**config.mk**
```make
export PLATFORM = sky130hd
export DESIGN_NAME = dlane_hs_seq
export DESIGN_NICKNAME = d
export VERILOG_FILES = /design/src/rtl/dlane_pkg.sv /design/src/rtl/dlane_phase_timer.sv /design/src/rtl/dlane_serializer.sv /design/src/rtl/dlane_hs_seq.sv
export SDC_FILE = /design/constraint.sdc
export NUM_CORES = 1
export LEC_CHECK = 0
export BUFFER_PORTS_ARGS = -buffer_cell sky130_fd_sc_hd__buf_2
export CAP_MARGIN = 30
export CELL_PAD_IN_SITES_DETAIL_PLACEMENT = 2
export CELL_PAD_IN_SITES_GLOBAL_PLACEMENT = 2
export CORE_UTILIZATION = 31
export CTS_BUF_LIST = sky130_fd_sc_hd__clkbuf_8
export CTS_CLUSTER_DIAMETER = 150
export DETAILED_ROUTE_END_ITERATION = 8
export GPL_ROUTABILITY_DRIVEN = 0
export MAX_ROUTING_LAYER = met4
export PLACE_DENSITY = 0.78
export SYNTH_ARGS = -nofsm -noshare
export SYNTH_HDL_FRONTEND = slang
export SYNTH_SLANG_ARGS = --single-unit
```
**constraint.sdc**
```tcl
create_clock -name clk -period 3.54 [get_ports clk]
set_input_delay 0.354 -clock clk [delete_from_list [all_inputs] [get_ports clk]]
set_output_delay 0.354 -clock clk [all_outputs]
set_load 0.05 [all_outputs]
```
**src/rtl/dlane_pkg.sv**
```systemverilog
`timescale 1ns/1ps
package dlane_pkg;

   typedef enum logic [2:0] {
      LC_STOP   = 3'd0,
      LC_HSRQ   = 3'd1,
      LC_BRIDGE = 3'd2,
      LC_HSZERO = 3'd3,
      LC_HSDATA = 3'd4,
      LC_TRAIL  = 3'd5
   } lane_code_e;

   typedef enum logic [2:0] {
      S_IDLE,
      S_RQST,
      S_PREP,
      S_ZERO,
      S_SHIFT,
      S_TRAIL,
      S_HOLD
   } seq_state_e;

   localparam logic [7:0] SYNC_WORD = 8'hB8;

   function automatic int ceil_div(input int num, input int den);
      return (num + den - 1) / den;
   endfunction

endpackage

```
**src/rtl/dlane_phase_timer.sv**
```systemverilog
`timescale 1ns/1ps
module dlane_phase_timer #(
   parameter int W = 8
) (
   input  logic         clk,
   input  logic         rst_n,
   input  logic         load,
   input  logic [W-1:0] load_len,
   output logic         done
);

   localparam logic [W-1:0] ONE = {{(W-1){1'b0}}, 1'b1};

   logic [W-1:0] cnt_q;

   always_ff @(posedge clk or negedge rst_n) begin
      if (!rst_n)
         cnt_q <= '0;
      else if (load)
         cnt_q <= load_len - ONE;
      else if (cnt_q != '0)
         cnt_q <= cnt_q - ONE;
   end

   assign done = (cnt_q == '0);

   // every timed phase is loaded with a length of at least one cycle
   p_load_len_r3: assert property (@(posedge clk) disable iff (!rst_n)
      load |-> (load_len != '0));

endmodule

```
**src/rtl/dlane_serializer.sv**
```systemverilog
`timescale 1ns/1ps
module dlane_serializer #(
   parameter logic [7:0] SYNC = 8'hB8
) (
   input  logic       clk,
   input  logic       rst_n,
   input  logic       ld_sync,
   input  logic       ld_byte,
   input  logic       shift,
   input  logic [7:0] byte_in,
   output logic       bit_o,
   output logic       at_end,
   output logic       tail_bit
);

   logic [7:0] sreg_q;
   logic [2:0] idx_q;
   logic       tail_q;

   always_ff @(posedge clk or negedge rst_n) begin
      if (!rst_n) begin
         sreg_q <= '0;
         idx_q  <= '0;
         tail_q <= 1'b0;
      end else if (ld_sync) begin
         sreg_q <= SYNC;
         idx_q  <= '0;
      end else if (ld_byte) begin
         sreg_q <= byte_in;
         idx_q  <= '0;
         tail_q <= sreg_q[0];
      end else if (shift) begin
         sreg_q <= {1'b0, sreg_q[7:1]};
         idx_q  <= idx_q + 3'd1;
         tail_q <= sreg_q[0];
      end
   end

   assign bit_o    = sreg_q[0];
   assign at_end   = (idx_q == 3'd7);
   assign tail_bit = tail_q;

   // a new byte is taken only on the final bit of the current one
   p_load_on_end_r6: assert property (@(posedge clk) disable iff (!rst_n)
      ld_byte |-> at_end);

endmodule

```
**src/rtl/dlane_hs_seq.sv**
```systemverilog
`timescale 1ns/1ps
module dlane_hs_seq
   import dlane_pkg::*;
#(
   parameter int UI_PS = 2000,
   parameter int CW    = 8
) (
   input  logic          clk,
   input  logic          rst_n,
   input  logic          burst_req,
   input  logic          clk_lane_ready,
   input  logic [CW-1:0] cfg_lpx,
   input  logic [CW-1:0] cfg_prep,
   input  logic [CW-1:0] cfg_zero,
   input  logic [CW-1:0] cfg_trail,
   input  logic [CW-1:0] cfg_exit,
   input  logic [7:0]    s_data,
   input  logic          s_valid,
   input  logic          s_last,
   output logic          s_ready,
   output logic [2:0]    lane_code,
   output logic          hs_bit
);

   localparam int LPX_MIN   = ceil_div(50000, UI_PS);
   localparam int PREP_MIN  = ceil_div(40000, UI_PS) + 4;
   localparam int PREP_MAX  = (85000 / UI_PS) + 6;
   localparam int TRAIL_RAW = ceil_div(60000, UI_PS) + 4;
   localparam int TRAIL_MIN = (TRAIL_RAW > 8) ? TRAIL_RAW : 8;
   localparam int EXIT_MIN  = ceil_div(100000, UI_PS);
   localparam int CFG_TOP   = (1 << CW) - 1;

   generate
      if (UI_PS < 1) begin : g_bad_ui
         $error("UI_PS must be positive");
      end
      if (CW < 2 || CW > 16) begin : g_bad_cw
         $error("CW out of range");
      end
      if (PREP_MIN > PREP_MAX) begin : g_bad_prep
         $error("prepare window is empty");
      end
      if (LPX_MIN > CFG_TOP || PREP_MAX > CFG_TOP ||
          TRAIL_MIN > CFG_TOP || EXIT_MIN > CFG_TOP) begin : g_bad_fit
         $error("timing floors do not fit CW bits");
      end
   endgenerate

   localparam logic [CW-1:0] LPX_V   = LPX_MIN[CW-1:0];
   localparam logic [CW-1:0] PMIN_V  = PREP_MIN[CW-1:0];
   localparam logic [CW-1:0] PMAX_V  = PREP_MAX[CW-1:0];
   localparam logic [CW-1:0] TRAIL_V = TRAIL_MIN[CW-1:0];
   localparam logic [CW-1:0] EXIT_V  = EXIT_MIN[CW-1:0];
   localparam logic [CW-1:0] ONE_V   = {{(CW-1){1'b0}}, 1'b1};

   // effective phase lengths after floor / ceiling
   logic [CW-1:0] lpx_eff, prep_eff, zero_eff, trail_eff, exit_eff;

   always_comb begin
      lpx_eff   = (cfg_lpx   < LPX_V)   ? LPX_V   : cfg_lpx;
      trail_eff = (cfg_trail < TRAIL_V) ? TRAIL_V : cfg_trail;
      exit_eff  = (cfg_exit  < EXIT_V)  ? EXIT_V  : cfg_exit;
      zero_eff  = (cfg_zero == '0)      ? ONE_V   : cfg_zero;
      if (cfg_prep < PMIN_V)
         prep_eff = PMIN_V;
      else if (cfg_prep > PMAX_V)
         prep_eff = PMAX_V;
      else
         prep_eff = cfg_prep;
   end

   seq_state_e    state_q, state_d;
   logic          tmr_load, tmr_done;
   logic [CW-1:0] tmr_len;
   logic          ld_sync, ld_byte, shift;
   logic          ser_bit, ser_end, ser_tail;
   logic          last_seen_q;
   logic          take, go;
   lane_code_e    code_c;

   dlane_phase_timer #(.W(CW)) u_timer (
      .clk      (clk),
      .rst_n    (rst_n),
      .load     (tmr_load),
      .load_len (tmr_len),
      .done     (tmr_done)
   );

   dlane_serializer #(.SYNC(SYNC_WORD)) u_ser (
      .clk      (clk),
      .rst_n    (rst_n),
      .ld_sync  (ld_sync),
      .ld_byte  (ld_byte),
      .shift    (shift),
      .byte_in  (s_data),
      .bit_o    (ser_bit),
      .at_end   (ser_end),
      .tail_bit (ser_tail)
   );

   assign go      = burst_req && clk_lane_ready;
   assign s_ready = (state_q == S_SHIFT) && ser_end && !last_seen_q;
   assign take    = s_ready && s_valid;

   always_comb begin
      state_d  = state_q;
      tmr_load = 1'b0;
      tmr_len  = ONE_V;
      ld_sync  = 1'b0;
      ld_byte  = 1'b0;
      shift    = 1'b0;
      unique case (state_q)
         S_IDLE: if (go) begin
            state_d = S_RQST; tmr_load = 1'b1; tmr_len = lpx_eff;
         end
         S_RQST: if (tmr_done) begin
            state_d = S_PREP; tmr_load = 1'b1; tmr_len = prep_eff;
         end
         S_PREP: if (tmr_done) begin
            state_d = S_ZERO; tmr_load = 1'b1; tmr_len = zero_eff;
         end
         S_ZERO: if (tmr_done) begin
            state_d = S_SHIFT; ld_sync = 1'b1;
         end
         S_SHIFT: begin
            if (ser_end && take) begin
               ld_byte = 1'b1;
            end else begin
               shift = 1'b1;
               if (ser_end) begin
                  state_d = S_TRAIL; tmr_load = 1'b1; tmr_len = trail_eff;
               end
            end
         end
         S_TRAIL: if (tmr_done) begin
            state_d = S_HOLD; tmr_load = 1'b1; tmr_len = exit_eff;
         end
         S_HOLD: if (tmr_done) begin
            if (go) begin
               state_d = S_RQST; tmr_load = 1'b1; tmr_len = lpx_eff;
            end else begin
               state_d = S_IDLE;
            end
         end
         default: state_d = S_IDLE;
      endcase
   end

   always_ff @(posedge clk or negedge rst_n) begin
      if (!rst_n) begin
         state_q     <= S_IDLE;
         last_seen_q <= 1'b0;
      end else begin
         state_q <= state_d;
         if (ld_sync)
            last_seen_q <= 1'b0;
         else if (take && s_last)
            last_seen_q <= 1'b1;
      end
   end

   always_comb begin
      unique case (state_q)
         S_RQST:  code_c = LC_HSRQ;
         S_PREP:  code_c = LC_BRIDGE;
         S_ZERO:  code_c = LC_HSZERO;
         S_SHIFT: code_c = LC_HSDATA;
         S_TRAIL: code_c = LC_TRAIL;
         default: code_c = LC_STOP;
      endcase
   end

   assign lane_code = code_c;
   assign hs_bit    = (state_q == S_SHIFT) ? ser_bit :
                      (state_q == S_TRAIL) ? ~ser_tail : 1'b0;

   // stream is only accepted inside the data phase
   p_ready_in_data_r7: assert property (@(posedge clk) disable iff (!rst_n)
      s_ready |-> (lane_code == LC_HSDATA));

   // leaving LP-11 always goes to LP-01
   p_entry_order_r2: assert property (@(posedge clk) disable iff (!rst_n)
      ($past(lane_code) == LC_STOP && lane_code != LC_STOP) |-> (lane_code == LC_HSRQ));

   // the bridge state is followed by HS-0
   p_bridge_next_r4: assert property (@(posedge clk) disable iff (!rst_n)
      ($past(lane_code) == LC_BRIDGE && lane_code != LC_BRIDGE) |-> (lane_code == LC_HSZERO));

   // first trail bit is the complement of the last data bit
   p_trail_flip_r9: assert property (@(posedge clk) disable iff (!rst_n)
      ($past(lane_code) == LC_HSDATA && lane_code == LC_TRAIL) |-> (hs_bit != $past(hs_bit)));

   // the trail returns the lane to LP-11
   p_trail_exit_r10: assert property (@(posedge clk) disable iff (!rst_n)
      ($past(lane_code) == LC_TRAIL && lane_code != LC_TRAIL) |-> (lane_code == LC_STOP));

endmodule

```
### Word-level counts from Yosys, hierarchy flattened

Cells that the tools add are included.
W data, S select, Z words.

| word-level totals | value |
|---|---|
| flip-flop bits (word level) | 24 |
| output and inout port bits | 5 |
| word-level logic and storage cells | 99 |

| cells by class | value |
|---|---|
| eq/ne operators | 15 |
| bitwise gates (word level) | 2 |
| $add $sub $neg | 3 |
| order comparisons | 5 |
| muxes and demuxes | 50 |
| reduce and logical (&&, ||, !) cells | 18 |

Operator list:

| kind | count |
|---|---|
| $mux W8 | 18 |
| $pmux W8 S6 | 1 |
| $mux W3 | 11 |
| $pmux W3 S7 | 1 |
| $mux W1 | 17 |
| $logic_not A8 Y1 | 2 |
| $lt A8 B5 Y1 const B | 2 |
| $lt A8 B6 Y1 const B | 2 |
| $ne A2 B2 Y1 const B | 8 |
| $sub A8 B1 Y8 const B | 2 |
| $pmux W3 S5 | 1 |
| $eq A3 B3 Y1 const B | 4 |
| $gt A8 B6 Y1 const B | 1 |
| $reduce_and A8 Y1 | 1 |
| $reduce_bool A8 Y1 | 1 |
| $eq A3 B2 Y1 const B | 2 |
| $logic_and A1 B1 Y1 | 6 |
| $reduce_bool A2 Y1 | 3 |
| $pmux W1 S4 | 1 |
| $add A3 B1 Y3 const B | 1 |
| $eq A3 B1 Y1 const B | 1 |
| $logic_not A3 Y1 | 1 |
| $reduce_bool A3 Y1 | 1 |
| $reduce_or A3 Y1 | 1 |
| other kinds (3) | 4 |

### Longest topological paths before layout

Gate-level depths: netlist of run 1.

| depth | value |
|---|---|
| depth after elaboration | 10 |
| gate-level depth with buffers | 12 |
| mapped depth without buffers | 11 |

### By module

Synthesis of run 1 repeated with hierarchy kept, for this count alone.

| unflattened totals | value |
|---|---|
| cell total of the unflattened synthesis | 245 |
| area total of the unflattened synthesis | 2090.8 um2 |

Modules (own cells, without submodules):

| module | instances | cells each | area each (um2) | seq. area each (um2) |
|---|---|---|---|---|
| dlane_hs_seq | 1 | 136 | 898.4 | 100.1 |
| dlane_phase_timer | 1 | 60 | 601.8 | 200.2 |
| dlane_serializer | 1 | 49 | 590.6 | 300.3 |

### Least setup slack after synthesis of run 1

Ideal clock, no wire load.

| path | value |
|---|---|
| path type | reg2out |
| from | reg state_q[2] |
| to | out s_ready |
| cell stages (with the launch flop) | 6 |
| setup slack | 682 ps |
| data arrival time | 2504 ps |
| cell sequence | dfrtp_1 clkbuf_1 nand2_1 inv_1 nand2b_1 nor3b_1 |

| on the way | value |
|---|---|
| longest elaborated chain between the ends | 3 |

Ends and longest elaborated chain:

| item | line | text |
|---|---|---|
| start: declaration | dlane_hs_seq.sv:72 | `seq_state_e state_q, state_d;` |
| start signal: assignment | dlane_hs_seq.sv:154 | `state_q <= state_d;` |
| $eq A3 B3 Y1 | dlane_hs_seq.sv:102 | `assign s_ready = (state_q == S_SHIFT) && ser_end && !last_seen_q;` |
| $logic_and A1 B1 Y1 (2 in series) | dlane_hs_seq.sv:102 |  |
| end: declaration | dlane_hs_seq.sv:20 | `output logic s_ready,` |

No other way between the ends.

### Worst setup path in the final report of run 1

| path | value |
|---|---|
| from | reg u_ser.idx_q[0] |
| to | reg u_timer.cnt_q[4] |

| on the way | value |
|---|---|
| longest elaborated chain between the ends | 9 |

Ends and longest elaborated chain:

| item | line | text |
|---|---|---|
| start: declaration | dlane_serializer.sv:17 | `logic [2:0] idx_q;` |
| start signal: assignment | dlane_serializer.sv:34 | `idx_q <= idx_q + 3'd1;` |
| $eq A3 B3 Y1 (*) | dlane_serializer.sv:40 | `assign at_end = (idx_q == 3'd7);` |
| $logic_and A1 B1 Y1 (2 in series) | dlane_hs_seq.sv:102 |  |
| $logic_and A1 B1 Y1 | dlane_hs_seq.sv:103 | `assign take = s_ready && s_valid;` |
| $logic_and A1 B1 Y1 | dlane_hs_seq.sv:126 | `if (ser_end && take) begin` |
| $mux W8 | dlane_hs_seq.sv:126 |  |
| $pmux W8 S6 | dlane_hs_seq.sv:112 | `unique case (state_q)` |
| $sub A8 B1 Y8 | dlane_phase_timer.sv:20 | `cnt_q <= load_len - ONE;` |
| $mux W8 | dlane_phase_timer.sv:19 | `else if (load)` |
| end signal: assignment | dlane_phase_timer.sv:20 |  |
| end signal: assignment | dlane_phase_timer.sv:22 | `cnt_q <= cnt_q - ONE;` |
| end: declaration | dlane_phase_timer.sv:14 | `logic [W-1:0] cnt_q;` |

Every way passes the cells marked *; elsewhere a longest branch is shown, timed or not.
A chain may end at the register's enable or synchronous reset.

==> results of run 1 <==
[routing by layer]
layer | routed length [microns] | GRT usage
met5 | 0 | -
met4 | 69 | 0.0439
met3 | 216 | 0.0200
met2 | 3520 | 0.395
met1 | 3230 | 0.293
[power groups by stage]
stage                     clock network, mW  registers [mW]  logic (mW)
after CTS                             0.200           0.530       0.810
final                                 0.191           0.531       0.804
after detailed placement                  0           0.532       0.805
after floorplan                           0           0.449       0.652
after global routing                  0.203           0.546       0.903
after global placement                    0           0.521       0.782
[critical path: stages, from the launching register on]
cell	delay (ns)
dfrtp_1	0.37
ha_1	0.16
ha_1	0.22
nor4bb_1	0.58
a22oi_1	0.22
or2b_4	0.33
mux2i_1	0.26
ha_1	0.27
nor3b_1	0.25
xnor2_1	0.15
nor2_1	0.05
[kinds of logic after synthesis]
| kind of cell | count (synthesis) | share of synthesized area |
|---|---|---|
| AO/OA/AOI/OAI | 78 | 0.311 |
| XOR/XNOR | 3 | 0.0133 |
| adder cells (fa/ha/maj) | 3 | 0.0190 |
| buffers and inverters | 19 | 0.0424 |
| flip-flops | 24 | 0.304 |
| multiplexers | 9 | 0.0468 |
| AND/OR/NAND/NOR | 90 | 0.264 |
[path summary, 6_finish.rpt]
path | from | endpoint | depth (start not counted)
worst min register to register | u_ser.sreg_q[3]$_DFFE_PN0P_ | u_ser.sreg_q[2]$_DFFE_PN0P_ | 2
worst max-delay path | u_ser.idx_q[0]$_DFFE_PN0P_ | u_timer.cnt_q[4]$_DFFE_PN0P_ | 10
worst min-delay path | rst_n | u_ser.sreg_q[7]$_DFFE_PN0P_ | 1
max in group asynchronous | rst_n | u_timer.cnt_q[5]$_DFFE_PN0P_ | 1
worst max register to register | u_ser.idx_q[0]$_DFFE_PN0P_ | u_timer.cnt_q[4]$_DFFE_PN0P_ | 10
min in group clk | s_data[1] | u_ser.sreg_q[1]$_DFFE_PN0P_ | 3
[state kept, by name, summed over array words and instances (netlist names)]
register / flops
u_ser.sreg_q: 8
state_q: 3
u_ser.idx_q: 3
last_seen_q: 1
u_timer.cnt_q: 8
u_ser.tail_bit: 1
[per-stage QoR]
stage | std cells | setup WS [ns] | area, sq um | power (mW)
2_1_floorplan | 226 | 0.682 | 1980 | 1.10
3_3_place_gp | 354 | 0.700 | 2350 | 1.30
3_5_place_dp | 354 | 0.581 | 2350 | 1.34
4_1_cts | 358 | 0.532 | 2400 | 1.54
5_1_grt | 358 | 0.302 | 2400 | 1.65
6_report | 358 | 0.549 | 2400 | 1.53
[cells in the final DEF (no fill, tap or decap), types with 4 or more instances in the layout]
cell type  count
a21o_1         5
nand2_1       14
dfrtp_1       24
o21ai_0        8
clkbuf_8       4
nor2_1        19
a32oi_1        4
nor4_1         4
mux2i_1        7
nor2b_1        6
o211ai_1       8
nor3_1         8
nor3b_1        5
buf_4          5
a22oi_1        4
a31oi_1        4
a21oi_1        9
nand4_1        5
buf_2         58
and3_1         4
a222oi_1       4
inv_1          9
[layout make-up]
class / count / area (sq um) / share of cell area
inverters: 9 / 33.8 / 0.0140
well taps: 75 / 93.8 / 0.0390
clock buffers: 4 / 55.1 / 0.0229
repair buffers: 63 / 328 / 0.136
multi-input cells: 183 / 1290 / 0.538
flip-flops and latches: 24 / 601 / 0.250
==> impl_metrics.env, run 1 <==
export IMPL_outcome="finished, final reports clean"
export IMPL_wl_per_cell_microns=19.7
export IMPL_power_density_mw_per_mm2=634
export IMPL_die_w_microns=81.9
export IMPL_layout_drive_gt1_share=0.276
export IMPL_slew_headroom=0.600
export IMPL_yosysMostFrequentCell="dfrtp_1"
export IMPL_min_path_type="input port to asynchronous set/reset pin"
export IMPL_vias=2151
export IMPL_via_per_inst=6.01
export IMPL_fillers=714
export IMPL_clock_sink_count=24
export IMPL_p_sw_uw=687
export IMPL_start_kind="register"
export IMPL_finalWirelength_microns=7040
export IMPL_syn_inst=226
export IMPL_drc=0
export IMPL_p_leak_nw=1.00
export IMPL_grt_usage=0.229
export IMPL_rsz0062_at_grt="no"
export IMPL_ys_flop_type="dfrtp_1"
export IMPL_grt_max_degree=25
export IMPL_ys_top_cells_by_count="dfrtp_1 (24), nor2_1 (19), nand2_1 (14), a21oi_1 (9), inv_1 (9)"
export IMPL_start_util=0.328
export IMPL_max_freq_ghz=0.334
export IMPL_setup_viol=0
export IMPL_dieArea_sq_mm=0.00670
export IMPL_drt_iter0_markers=124
export IMPL_dieHeight_microns=81.9
export IMPL_yosys_warnings=0
export IMPL_post_synth_top_area_cell="dfrtp_1"
export IMPL_vdd_ir_drop_worst_mv=0.310
export IMPL_fin_skew_ns=0.0153
export IMPL_postCtsSetupBuffers=0
export IMPL_area_growth_pct=21.6
export IMPL_r2r_setup_slack_ns=0.55
export IMPL_power_internal_uw=838
export IMPL_clk_latency_ns=0.28
export IMPL_post_cts_resized=0
export IMPL_p_seq_frac=0.348
export IMPL_maxCapViolations=0
export IMPL_antenna_found_initial=0
export IMPL_grt_pass1_wl_microns=11300
export IMPL_clk_pin_slew_ns=0.10
export IMPL_crit_arrival_ns=3.14
export IMPL_pwr_share_comb=0.527
export IMPL_p_sw_frac=0.450
export IMPL_crit_path_end_kind="register"
export IMPL_async_reset_ff_frac=1.00
export IMPL_hold_viol=0
export IMPL_coreArea_sq_mm=0.00603
export IMPL_dp_hpwl_microns=5660
export IMPL_num_io_pins=59
export IMPL_rows=28
export IMPL_postRouteAntennaNets=0
export IMPL_fin_tns_setup_ns=0
export IMPL_clock_path_buffers=2
export IMPL_synth_top_area_share=0.304
export IMPL_drtPass1Iterations=5
export IMPL_h_tree_depth=1
export IMPL_slew_violations=0
export IMPL_syn_area_sq_mm=0.00198
export IMPL_avgSynthCellArea_sq_um=8.75
export IMPL_cts_tree="yes"
export IMPL_cts_buffers=3
export IMPL_antennaDiodeCount=0
export IMPL_synth_edf_count=0
export IMPL_worst_setup_path_type="register to register"
export IMPL_fin_crit_ns=2.99
export IMPL_syn_nets=283
export IMPL_tightest_slew_ns=0.592
export IMPL_ys_seq_area_frac=0.304
export IMPL_ys_types=64
export IMPL_io_buffers=58
export IMPL_ys_ff_latch=24
export IMPL_pwr_share_clk=0.125
export IMPL_cts_hold_buffers_added=0
export IMPL_critPathRequiredTime_ns=3.69
export IMPL_grt_pass1_vias=2209
export IMPL_whs_ns=0.0478
export IMPL_clock_root_buffer="clkbuf_8"
export IMPL_crit_fanout=12
export IMPL_gr_total_overflow=0
export IMPL_finish_utilization=0.399
export IMPL_netlist_top_cells_area="dfrtp_1 (30%), nor2_1 (3.6%), mux2i_1 (3.5%), o211ai_1 (3.0%), nand2_1 (2.7%)"
export IMPL_fin_nets=341
export IMPL_fin_crit_sh=0.845
Power figures use the tool's default switching activity.
==> run 2, diff against run 1 <==
- ABC_AREA: not set -> 1
- CORE_UTILIZATION: 31 -> 25
- PLACE_DENSITY: 0.78 -> 0.73
- clock period: 3.54 -> 2.75 ns (I/O delays scaled with it)
==> run 2 against run 1 <==
Sequential share of layout area shrank 2.1 points. Final cell count grew 39%. Power grew 50%. Critical path depth grew 6. Combinational power grew 63%. Fmax grew 21%. Die area grew 32%. Hold slack lost 0.047 ns. Routed wire length grew 11%. Flip-flop and latch count is the same. Core utilization shrank 7.9 points. Sequential power grew 23%.
==> impl_metrics.env, run 2 <==
export IMPL_cts_hold_buffers_added=0
export IMPL_cts_buffers=3
export IMPL_rows=33
export IMPL_synth_compound_area_frac=0.151
export IMPL_synth_simple_area_share=0.451
export IMPL_critPathRequiredTime_ns=2.96
export IMPL_setup_viol=0
export IMPL_p_sw_mw=1.12
export IMPL_pwr_share_comb=0.575
export IMPL_clk_latency_ns=0.27
export IMPL_ys_top_cells_by_count="nand2_1 (93), inv_1 (46), nor2_1 (45), dfrtp_1 (24), nand3_1 (21)"
export IMPL_clock_path_buffers=2
export IMPL_crit_fanout=6
export IMPL_drc=0
export IMPL_crit_arrival_ns=2.69
export IMPL_fin_skew_ns=0.00771
export IMPL_rsz0062_at_grt="no"
export IMPL_finish_utilization=0.320
export IMPL_r2r_start="u_ser.idx_q[0]$_DFFE_PN0P_"
export IMPL_synth_edf_count=0
export IMPL_num_io_pins=59
export IMPL_r2r_end="u_timer.cnt_q[6]$_DFFE_PN0P_"
export IMPL_synth_top_family_by_area="simple AND/OR/NAND/NOR gates"
export IMPL_crit_path_cell_trace="ha_1 > ha_2 > inv_1 > nor2_2 > a21oi_4 > nand2_2 > nand3_4 > or2_2 > nand2_2 > ha_1 > inv_1 > nor2_4 > nand3_2 > nand2_1 > nand2_1 > nor2_1"
export IMPL_syn_nets=386
export IMPL_dp_hpwl_microns=6710
export IMPL_fin_tns_setup_ns=0
export IMPL_ys_ff_latch=24
export IMPL_p_sw_frac=0.490
export IMPL_r2r_setup_slack_ns=0.27
export IMPL_r2r_cells=16
export IMPL_syn_inst=329
export IMPL_finalWirelength_microns=7830
export IMPL_postRouteAntennaNets=0
export IMPL_antenna_found_initial=0
export IMPL_layout_drive_gt1_share=0.263
export IMPL_coreArea_sq_mm=0.00822
export IMPL_post_synth_top_area_cell="dfrtp_1"
export IMPL_power_internal_mw=1.17
export IMPL_syn_area_sq_mm=0.00212
export IMPL_muxShareOfSynthArea=0
export IMPL_clock_sink_count=24
export IMPL_clk_pin_slew_ns=0.10
export IMPL_die_w_microns=94.1
export IMPL_multi_input_area_sq_mm=0.00132
export IMPL_pwr_share_clk=0.141
export IMPL_dieArea_sq_mm=0.00885
export IMPL_regArea_sq_um=601
export IMPL_ys_types=36
export IMPL_postPlaceCellArea_sq_mm=0.00255
export IMPL_outcome="finished, final reports clean"
export IMPL_synth_top_area_share=0.284
export IMPL_fin_crit_sh=0.901
export IMPL_clock_root_buffer="clkbuf_8"
export IMPL_min_path_type="input port to asynchronous set/reset pin"
export IMPL_final_area_sq_mm=0.00263
export IMPL_max_freq_ghz=0.404
export IMPL_start_kind="register"
export IMPL_dieHeight_microns=94.1
export IMPL_async_reset_ff_frac=1.00
export IMPL_crit_path_end_kind="register"
export IMPL_ys_seq_area_frac=0.284
export IMPL_netlist_top_cells_area="dfrtp_1 (28%), nand2_1 (16%), inv_1 (8.2%), nor2_1 (8.0%), nand3_1 (5.0%)"
export IMPL_gr_total_overflow=0
export IMPL_p_leak_nw=1.39
export IMPL_fin_nets=450
export IMPL_mostFrequentLayoutCell="nand2_1"
export IMPL_post_cts_resized=0
export IMPL_io_buffers=58
export IMPL_grt_pass1_wl_microns=12700
export IMPL_synth_adder_area_share=0.0177
export IMPL_slowest_stage="dfrtp_1"
export IMPL_hold_viol=0
export IMPL_mostFrequentLayoutCells="nand2_1 (92), buf_2 (58), inv_1 (46)"
export IMPL_synth_xor_area_share=0
export IMPL_worst_setup_path_type="register to register"
export IMPL_cts_tree="yes"
export IMPL_power_density_mw_per_mm2=869
export IMPL_tightest_slew_ns=0.619
export IMPL_vias=2383
export IMPL_via_per_inst=4.79
export IMPL_start_util=0.258
export IMPL_ys_flop_type="dfrtp_1"
export IMPL_yosysMostFrequentCell="nand2_1"
export IMPL_drtPass1Iterations=4
export IMPL_wl_per_cell_microns=15.7
export IMPL_top_regs="u_ser.sreg_q x8, u_timer.cnt_q x8"
export IMPL_p_seq_frac=0.285
export IMPL_area_growth_pct=24.2
export IMPL_avgSynthCellArea_sq_um=6.44
export IMPL_vdd_ir_drop_worst_mv=0.238
export IMPL_slowest_delay_ns=0.38
export IMPL_fin_crit_ns=2.48
export IMPL_yosys_warnings=0
export IMPL_fillers=1058
export IMPL_maxCapViolations=0
export IMPL_postCtsSetupBuffers=0
export IMPL_slew_headroom=0.587
export IMPL_grt_pass1_vias=2501
export IMPL_antennaDiodeCount=0
export IMPL_grt_usage=0.192
export IMPL_slew_violations=0
export IMPL_drt_iter0_markers=57
export IMPL_h_tree_depth=1
export IMPL_grt_max_degree=25
==> run 2: cell type report <==
type,count,area share
timing repair buffer,62,0.122
tap,105,0.0499
clock inverter,1,0.0114
clock buffer,3,0.0157
multi-input combinational,252,0.501
inverter,50,0.0723
sequential,24,0.228
==> run 2: per-layer routing <==
metal | up-vias | global-route usage | wire [microns]
met5 | - | - | 0
met1 | 1133 | 0.261 | 3900
li1 | 1189 | - | -
met2 | 57 | 0.315 | 3590
met4 | 0 | 0.0385 | 62
met3 | 4 | 0.0105 | 275
==> run 2: worst max-delay path: cells and delay by family (launching register included) <==
kind / cells / cell delay [ns]
buffers and inverters: 2 / 0.16
flip-flops: 1 / 0.38
AND/OR/NAND/NOR: 10 / 1.22
adder cells (fa/ha/maj): 3 / 0.56
AO/OA/AOI/OAI: 1 / 0.10
==> run 2: worst max path at each step <==
stage	from	to	depth (start not counted)
global placement	u_ser.idx_q[0]$_DFFE_PN0P_	u_timer.cnt_q[6]$_DFFE_PN0P_	16
finish	u_ser.idx_q[0]$_DFFE_PN0P_	u_timer.cnt_q[6]$_DFFE_PN0P_	16
detailed placement	u_ser.idx_q[0]$_DFFE_PN0P_	u_timer.cnt_q[6]$_DFFE_PN0P_	15
floorplan	u_ser.idx_q[0]$_DFFE_PN0P_	u_timer.cnt_q[1]$_DFFE_PN0P_	14
CTS	u_ser.idx_q[0]$_DFFE_PN0P_	u_timer.cnt_q[6]$_DFFE_PN0P_	16
global route	u_ser.idx_q[0]$_DFFE_PN0P_	u_timer.cnt_q[6]$_DFFE_PN0P_	16
==> run 2: metrics by stage <==
step	worst slack, ns	std cells	hold WS, ns	total power, mW
finish	0.272	497	0.00124	2.29
global route	0.0481	497	0.0329	2.49
CTS	0.131	497	0.0162	2.32
global placement	0.299	493	0.327	1.92
detailed placement	0.165	493	0.323	1.99
floorplan	0.466	329	-0.0206	1.59
==> run 2: power groups by stage <==
stage / sequential [mW] / clock (mW) / combinational (mW)
2_1_floorplan: 0.615 / 0 / 0.972
3_3_place_gp: 0.650 / 0 / 1.27
3_5_place_dp: 0.657 / 0 / 1.33
4_1_cts: 0.652 / 0.332 / 1.34
5_1_grt: 0.670 / 0.346 / 1.48
6_report: 0.651 / 0.322 / 1.31
==> run 2: cell families (layout without fill, tap and decap cells) <==
kind of cell,after synthesis,count (layout)
AND/OR/NAND/NOR,200,200
buffers and inverters,53,116
AO/OA/AOI/OAI,49,49
flip-flops,24,24
adder cells (fa/ha/maj),3,3
==> run 3, diff against run 2 <==
- PLACE_DENSITY: 0.73 -> 0.75
- SYNTH_HIERARCHICAL: not set -> 1
==> run 3 against run 2 <==
The flow now finishes with violations (hold timing). Non-clock buffer count decreased by 1. First-iteration DRC count is 12% lower. Critical endpoint is now u_timer/cnt_q[2]$_DFFE_PN0P_. Setup slack improved by 0.027 ns.
==> impl_metrics.env, run 3 <==
export IMPL_drtPass1Iterations=4
export IMPL_ys_top_cells_by_count="nand2_1 (147), inv_1 (45), nor2_1 (38), nand3_1 (25), dfrtp_1 (24)"
export IMPL_rows=33
export IMPL_ys_types=30
export IMPL_grt_usage=0.187
export IMPL_whs_ns=-0.0126
export IMPL_dieHeight_microns=95.5
export IMPL_die_w_microns=95.5
export IMPL_io_buffers=58
export IMPL_start_util=0.262
export IMPL_crit_arrival_ns=2.62
export IMPL_ys_flop_type="dfrtp_1"
export IMPL_critPathRequiredTime_ns=2.92
export IMPL_slew_headroom=0.619
export IMPL_tightest_slew_ns=0.572
export IMPL_via_per_inst=4.73
export IMPL_min_path_type="input port to asynchronous set/reset pin"
export IMPL_vdd_ir_drop_worst_mv=0.307
export IMPL_fin_tns_setup_ns=0
export IMPL_finish_utilization=0.320
export IMPL_syn_area_sq_mm=0.00218
export IMPL_crit_path_end_kind="register"
export IMPL_grt_max_degree=25
export IMPL_worst_setup_path_type="register to register"
export IMPL_netlist_top_cells_area="dfrtp_1 (28%), nand2_1 (25%), inv_1 (7.7%), nor2_1 (6.5%), nand3_1 (5.7%)"
export IMPL_antennaDiodeCount=0
export IMPL_violations="hold timing"
export IMPL_drc=0
export IMPL_finalWirelength_microns=7600
export IMPL_vias=2516
export IMPL_ys_seq_area_frac=0.275
export IMPL_clock_sink_count=24
export IMPL_top_regs="u_ser/sreg_q x8, u_timer/cnt_q x8"
export IMPL_async_reset_ff_frac=1.00
export IMPL_post_cts_resized=0
export IMPL_avgSynthCellArea_sq_um=5.98
export IMPL_num_io_pins=59
export IMPL_power_total_mw=2.39
export IMPL_coreArea_sq_mm=0.00834
export IMPL_clk_latency_ns=0.27
export IMPL_start_kind="register"
export IMPL_post_synth_top_area_cell="dfrtp_1"
export IMPL_grt_pass1_vias=2744
export IMPL_synth_top_area_share=0.275
export IMPL_yosys_warnings=6
export IMPL_syn_nets=422
export IMPL_maxCapViolations=0
export IMPL_hold_viol=14
export IMPL_setup_viol=0
export IMPL_postCtsSetupBuffers=0
export IMPL_yosysMostFrequentCell="nand2_1"
export IMPL_slew_violations=0
export IMPL_ys_ff_latch=24
export IMPL_outcome="finished with violations"
export IMPL_clk_pin_slew_ns=0.09
export IMPL_grt_pass1_wl_microns=12900
export IMPL_clock_root_buffer="clkbuf_8"
export IMPL_cts_tree="yes"
export IMPL_dp_hpwl_microns=6580
export IMPL_gr_total_overflow=0
export IMPL_area_growth_pct=22.4
export IMPL_power_density_mw_per_mm2=896
export IMPL_cts_hold_buffers_added=0
export IMPL_drt_iter0_markers=50
export IMPL_wl_per_cell_microns=14.3
export IMPL_fin_skew_ns=0.00479
export IMPL_fin_crit_ns=2.45
export IMPL_fin_nets=485
export IMPL_crit_fanout=8
export IMPL_postRouteAntennaNets=0
export IMPL_synth_edf_count=0
export IMPL_max_freq_ghz=0.408
export IMPL_mostFrequentLayoutCells="nand2_1 (147), buf_2 (58), inv_1 (45)"
export IMPL_syn_inst=365
export IMPL_rsz0062_at_grt="no"
export IMPL_dieArea_sq_mm=0.00911
export IMPL_fin_crit_sh=0.891
export IMPL_h_tree_depth=1
export IMPL_mostFrequentLayoutCell="nand2_1"
export IMPL_layout_drive_gt1_share=0.234
export IMPL_p_leak_nw=1.51
export IMPL_antenna_found_initial=0
export IMPL_clock_path_buffers=2
export IMPL_cts_buffers=3
-- run 3: per-layer routing --
| layer | wire [microns] | global-route usage |
|---|---|---|
| met1 | 3470 | 0.221 |
| met2 | 3870 | 0.349 |
| met3 | 222 | 0.0144 |
| met4 | 40 | 0.0299 |
| met5 | 0 | - |
-- run 3: through the flow --
step / instances / hold slack (ns) / setup slack [ns] / instance area (sq um)
final: 532 / -0.0126 / 0.299 / 2670
after detailed placement: 528 / 0.309 / 0.278 / 2600
after floorplan: 365 / -0.0206 / 0.312 / 2180
after global placement: 528 / 0.301 / 0.394 / 2600
after CTS: 532 / 0.000646 / 0.246 / 2670
after global routing: 532 / 0.0249 / 0.0211 / 2670
-- run 3: logic make-up (layout without fill, tap and decap cells) --
| family | after synthesis | count (layout) | share of synthesized area |
|---|---|---|---|
| buffers and inverters | 56 | 118 | 0.107 |
| adder cells (fa/ha/maj) | 3 | 3 | 0.0172 |
| flip-flops | 24 | 24 | 0.275 |
| AND/OR/NAND/NOR | 248 | 248 | 0.512 |
| AO/OA/AOI/OAI | 34 | 34 | 0.0888 |
-- run 3: final timing paths --
kind	start	endpoint	slack, ns	cells after the start
worst max register to register	u_ser/idx_q[0]$_DFFE_PN0P_	u_timer/cnt_q[2]$_DFFE_PN0P_	0.30	13
worst max-delay path	u_ser/idx_q[0]$_DFFE_PN0P_	u_timer/cnt_q[2]$_DFFE_PN0P_	0.30	13
max in group asynchronous	rst_n	state_q[2]$_DFFE_PN0P_	2.38	1
worst min-delay path	rst_n	u_timer/cnt_q[4]$_DFFE_PN0P_	-0.01	1
worst min register to register	u_ser/sreg_q[6]$_DFFE_PN0P_	u_ser/sreg_q[6]$_DFFE_PN0P_	0.48	2
min in group clk	s_data[7]	u_ser/sreg_q[7]$_DFFE_PN0P_	0.23	3
-- run 3: worst max-delay path: stages, from the launching register on --
cell and delay (ns):
dfrtp_1 0.39, ha_1 0.17, ha_1 0.27, nand2_4 0.08, a21oi_4 0.25, nand3b_1 0.26
inv_1 0.15, nand2_1 0.10, nand2_2 0.06, ha_1 0.24, inv_1 0.09, a21oi_1 0.06
o21ai_0 0.17, inv_1 0.06
-- run 3: layout make-up --
| type | instances | area [sq um] |
|---|---|---|
| multi-input cells | 285 | 1350 |
| inverters | 53 | 206 |
| flip-flops and latches | 24 | 601 |
| fillers | 1087 | 5670 |
| clock buffers | 3 | 41.3 |
| repair buffers | 61 | 313 |
| clock inverters | 1 | 30.0 |
| well taps | 105 | 131 |
-- run 3: report_power, final --
group | total [mW] | switching [mW] | internal, mW | leakage (nW)
Combinational | 1.47 | 1.00 | 0.468 | 1.17
Clock | 0.316 | 0.122 | 0.195 | 0.0357
Sequential | 0.611 | 0.103 | 0.508 | 0.303
Total | 2.39 | 1.22 | 1.17 | 1.51
